**config.mk**
```make
export PLATFORM = sky130hd
export DESIGN_NAME = stq_fwd
export DESIGN_NICKNAME = d
export VERILOG_FILES = /design/src/rtl/stq_fwd.sv
export SDC_FILE = /design/constraint.sdc
export NUM_CORES = 2
export LEC_CHECK = 0
export BUFFER_PORTS_ARGS = -buffer_cell sky130_fd_sc_hd__buf_4
export CAP_MARGIN = 20
export CORE_MARGIN = 3
export CORE_UTILIZATION = 57
export DETAILED_ROUTE_END_ITERATION = 16
export HOLD_SLACK_MARGIN = 0.02
export PLACE_DENSITY = 0.89
export SYNTH_ARGS = -nofsm -noshare
export SYNTH_HDL_FRONTEND = slang
export SYNTH_SLANG_ARGS = --single-unit
```
**constraint.sdc**
```tcl
create_clock -name clk -period 11.7 [get_ports clk]
set_input_delay 2.34 -clock clk [delete_from_list [all_inputs] [get_ports clk]]
set_output_delay 2.34 -clock clk [all_outputs]
set_load 0.1 [all_outputs]
```
**src/rtl/stq_fwd.sv**
```systemverilog
module stq_fwd #(
  parameter int DEPTH = 8,
  parameter int AW    = 32,
  parameter int AGEW  = 4
) (
  input  logic            clk,
  input  logic            rst_n,
  input  logic            st_valid,
  output logic            st_ready,
  input  logic [AGEW-1:0] st_age,
  input  logic [AW-1:0]   st_addr,
  input  logic            st_addr_ok,
  input  logic [1:0]      st_size,
  input  logic [63:0]     st_data,
  input  logic            res_valid,
  input  logic [AGEW-1:0] res_age,
  input  logic [AW-1:0]   res_addr,
  input  logic [AGEW-1:0] ld_age,
  input  logic [AW-1:0]   ld_addr,
  input  logic [1:0]      ld_size,
  output logic [1:0]      ld_result,
  output logic            ld_false_alias,
  output logic [63:0]     ld_data,
  output logic            wr_valid,
  input  logic            wr_ready,
  output logic [AW-1:0]   wr_addr,
  output logic [1:0]      wr_size,
  output logic [63:0]     wr_data
);
  localparam int PW = $clog2(DEPTH);
  localparam int CW = PW + 1;
  localparam int OFS = 12;

  logic [AW-1:0]   e_addr [DEPTH];
  logic [AGEW-1:0] e_age  [DEPTH];
  logic [1:0]      e_size [DEPTH];
  logic [63:0]     e_data [DEPTH];
  logic [DEPTH-1:0] ok_q, live;
  logic [PW-1:0]   head, tail;
  logic [CW-1:0]   cnt;

  function automatic logic [7:0] bmask(input logic [1:0] sz, input logic [2:0] a);
    logic [7:0] m;
    case (sz)
      2'd0: m = 8'h01;
      2'd1: m = 8'h03;
      2'd2: m = 8'h0F;
      default: m = 8'hFF;
    endcase
    return m << a;
  endfunction

  function automatic logic is_older(input logic [AGEW-1:0] sa, input logic [AGEW-1:0] la);
    logic [AGEW-1:0] d;
    d = la - sa;
    return (d != '0) && !d[AGEW-1];
  endfunction

  wire push = st_valid && st_ready;
  wire pop  = wr_valid && wr_ready;

  assign st_ready = cnt < CW'(DEPTH);
  assign wr_valid = (cnt != '0) && ok_q[head];
  assign wr_addr  = e_addr[head];
  assign wr_size  = e_size[head];
  assign wr_data  = e_data[head];

  always_comb
    for (int i = 0; i < DEPTH; i++)
      live[i] = {1'b0, PW'(i) - head} < cnt;

  always_ff @(posedge clk) begin
    if (!rst_n) begin
      head <= '0;
      tail <= '0;
      cnt  <= '0;
      ok_q <= '0;
    end else begin
      if (res_valid)
        for (int i = 0; i < DEPTH; i++)
          if (live[i] && !ok_q[i] && e_age[i] == res_age) begin
            e_addr[i] <= res_addr;
            ok_q[i]   <= 1'b1;
          end
      if (push) begin
        e_addr[tail] <= st_addr;
        e_age[tail]  <= st_age;
        e_size[tail] <= st_size;
        e_data[tail] <= st_data;
        ok_q[tail]   <= st_addr_ok;
        tail         <= tail + 1'b1;
      end
      if (pop) head <= head + 1'b1;
      cnt <= cnt + CW'(push) - CW'(pop);
    end
  end

  logic          unk, fa, hit, part;
  logic [PW-1:0] yi;
  logic [7:0]    lm;

  always_comb begin
    logic [PW-1:0] idx;
    unk = 1'b0;
    fa  = 1'b0;
    hit = 1'b0;
    yi  = '0;
    lm  = bmask(ld_size, ld_addr[2:0]);
    for (int k = 0; k < DEPTH; k++) begin
      idx = head + PW'(k);
      if (CW'(k) < cnt && is_older(e_age[idx], ld_age)) begin
        if (!ok_q[idx]) unk = 1'b1;
        else if ((bmask(e_size[idx], e_addr[idx][2:0]) & lm) != '0 &&
                 e_addr[idx][OFS-1:3] == ld_addr[OFS-1:3]) begin
          if (e_addr[idx][AW-1:OFS] == ld_addr[AW-1:OFS]) begin
            hit = 1'b1;
            yi  = idx;
          end else fa = 1'b1;
        end
      end
    end
    part = hit && ((lm & ~bmask(e_size[yi], e_addr[yi][2:0])) != '0);
  end

  wire [2:0]  sh    = ld_addr[2:0] - e_addr[yi][2:0];
  wire [63:0] dmask = (ld_size == 2'd3) ? '1 : ((64'd1 << (6'd8 << ld_size)) - 64'd1);
  wire        stall = unk || fa || part;

  assign ld_result      = stall ? 2'b10 : (hit ? 2'b01 : 2'b00);
  assign ld_false_alias = fa && !unk && !part;
  assign ld_data        = (e_data[yi] >> {sh, 3'b000}) & dmask;


  drain_hold_chk: assert property (@(posedge clk) disable iff (!rst_n)
    wr_valid && !wr_ready |=> wr_valid && $stable(wr_addr) && $stable(wr_data) && $stable(wr_size));

  drain_step_chk: assert property (@(posedge clk) disable iff (!rst_n)
    wr_valid && wr_ready && !push |=> cnt == $past(cnt) - 1'b1);

  no_overflow_chk: assert property (@(posedge clk) disable iff (!rst_n)
    cnt <= CW'(DEPTH));

  alias_flag_chk: assert property (@(posedge clk) disable iff (!rst_n)
    ld_false_alias |-> ld_result == 2'b10);

  legal_code_chk: assert property (@(posedge clk) disable iff (!rst_n)
    ld_result != 2'b11);
endmodule

```
==> metrics.yaml <==
grt_first_pass_wirelength_um: 311000
place_inst: 6537
power_density_nw_per_um2: 157
core_um2: 104000
cts_buffers: 83
ys_ff_latch: 837
fin_crit_ns: 11.52
ctsHtreeMaxLevel: 3
setup_viol: 0
clk_path_buf_depth: 3
tns_ns: 0
ir_drop_mv: 0.283
ios: 349
synth.avg_cell_area_um2: 11.9
clock_latency_ns: 0.69
period_share_pct: 98.4
slowest_stage: "mux4_2"
synth_area_leaders: "edfxtp_1, mux4_2, mux2i_1, nand2_1, xnor2_1"
async_reset_ff_share_pct: 0
worst_pin_slew_ns: 1.16
grt_max_degree: 150
clk_pin_slew_worst_paths_ns: 0.06
drt-total-wl_um: 211000
track_usage_pct: 37.2
slew_violations: 0
rsz0062_at_grt: "no"
synth_top_cell_area_share_pct: 40.5
worstPathRequired_ns: 9.36
critPathTopFamily: "multiplexers"
cts.sinks: 837
critPathMaxStageDelay_ns: 0.59
syn_area_um2: 60500
dr.pass1.iters: 8
synthMostInstantiatedCell: "nand2_1"
swShare_pct: 40.2
drc: 0
relSlewSlack_pct: 22.6
ys_warn_count: 0
avgRoutedWirePerCell_um: 31.4
avgViaCountPerCell: 7.28
instances_no_fill: 6717
synth.net_count: 5325
fin_worst_skew_ns: 0.0549
drt_iter0_drc: 8094
cp-end-kind: "output pin"
status: "finished clean"
place_congestion: 1.05
dieHeight_um: 332
worst_ep_arrival_time_ns: 9.18
p_leak_nw: 24.3
grt_pass1_vias: 47600
detail-route-antenna-nets: 0
yosys.area.top_type: "edfxtp_1"
fmax_mhz: 86.8
port_buffers: 348
hpwl_um: 139000
grt_overflow: 0
cts_tree: "done"
initial_core_util_pct: 58.0
fin_area_um2: 67600
power.switching_w: 0.00427
via_count: 48900
pwr-share-seq_pct: 32.7
drive_above_1_share_pct: 27.4
whs_ns: 0.626
antenna_found_initial: 37
p_comb_share_pct: 41.6
die_w_um: 332
final_hold_viol_count: 0
synth_cells: 5087
hold_class: "flip-flop to flip-flop"
finalNetCount: 5480
fin_util_pct: 64.8
critPathBufInv: 8
pwr-share-clk_pct: 25.8
ys_types: 103
crit_type: "flip-flop to output pin"
area_growth_pct: 11.8
placed_cell_area_um2: 64800
num_rows: 118
intPower_w: 0.00635
crit_path_max_fanout: 149
die_area_um2: 110000
synth_common_cells: "nand2_1, edfxtp_1, mux4_2, mux2i_1, xnor2_1"
ys.flop_type: "edfxtp_1"
cp-start-kind: "flip-flop"
ys_seq_area_share_pct: 41.2
max-cap-violations: 0
root_buffer: "clkbuf_16"
synth_edf_count: 816
path_common_cell: "buf_4"
[worst paths after layout]
check	from	endpoint	slack [ns]	cells past startpoint
max	head[1]	ld_data[0]	0.18	25
min	tail[1]	tail[1]	0.63	2
max reg2reg	head[2]	cnt[2]	6.74	13
min reg2reg	tail[1]	tail[1]	0.63	2
[sequential cells by signal, summed over array words and instances, names as in the netlist, named ones only]
name,count
e_addr,256
e_size,16
e_data,512
head,3
e_age,32
tail,3
ok_q,8
cnt,4
[stage by stage]
step / power, W / setup WS, ns
6_report: 0.0106 / 0.183
5_1_grt: 0.0109 / 0.0266
4_1_cts: 0.0105 / 0.193
3_5_place_dp: 0.00780 / 0.450
3_3_place_gp: 0.00773 / 0.0842
2_1_floorplan: 0.00666 / -0.0557
[placed cells by master, fill, tap and decap left out, drive strengths merged, types with 13 or more instances in the layout]
| master | count |
|---|---|
| a31oi | 15 |
| xnor2 | 235 |
| a221oi | 21 |
| a211oi | 176 |
| inv | 76 |
| o21ai | 94 |
| nor2b | 134 |
| o211ai | 47 |
| clkinv | 39 |
| nor3 | 48 |
| and2 | 47 |
| clkbuf | 98 |
| mux2i | 469 |
| nor3b | 19 |
| nand2 | 923 |
| mux4 | 492 |
| o22ai | 17 |
| nand4 | 36 |
| ha | 46 |
| edfxtp | 816 |
| a21oi | 171 |
| and3 | 30 |
| nand3 | 75 |
| a22oi | 22 |
| nor4 | 38 |
| nor2 | 110 |
| mux2 | 175 |
| buf | 523 |
| xor2 | 68 |
| diode | 32 |
| dfxtp | 21 |
| nand2b | 13 |
[cell type report]
cell class | count | area, um^2
diodes | 32 | 80.1
clock buffers | 98 | 2140
clock inverters | 50 | 604
fillers | 7144 | 36700
inverters | 77 | 332
multi-input cells | 3720 | 33700
flip-flops and latches | 837 | 24900
well taps | 1380 | 1730
repair buffers | 523 | 4150
[routing by layer]
layer | wire (um) | GRT usage [%]
met5 | 150 | 0
met1 | 69100 | 47.3
met3 | 33100 | 12.3
met2 | 94300 | 56.7
met4 | 14100 | 20.5
[timing repair]
action / in CTS / in global routing
resized for setup: 0 / 5
setup endpoints to repair: 0 / 27
hold buffers: 0 / 0
buffers inserted: 0 / 0
[worst register-to-register path: stages, from the launching register on]
cell	delay (ns)
dfxtp_1	1.09
inv_2	0.71
buf_4	0.46
buf_4	0.24
mux2i_1	0.53
nor2_1	0.24
and2_1	0.32
ha_1	0.31
inv_1	0.05
ha_1	0.15
inv_1	0.06
fa_1	0.38
xnor2_1	0.15
and2_1	0.17
[kinds of logic (layout without fill, tap and decap cells)]
family                     count (synthesis)  count (layout)  synth area share (%)
other                                      0              32                     0
AOI/OAI and AO/OA                        689             689                  7.78
muxes                                   1136            1136                  29.3
and+or+nand+nor                         1526            1526                  11.5
adders and majority gates                 58              58                  1.31
buffers and inverters                    530             748                  4.20
DFF                                      837             837                  41.2
xor gates and xnor gates                 311             311                  4.68
[power groups by stage]
stage	combinational (W)	sequential (W)	clock, W
final	0.00442	0.00347	0.00274
after global routing	0.00456	0.00348	0.00285
after CTS	0.00431	0.00347	0.00273
after detailed placement	0.00427	0.00353	0
after global placement	0.00421	0.00352	0
after floorplan	0.00317	0.00350	0
Note: power is estimated with default switching activity, not from simulation.
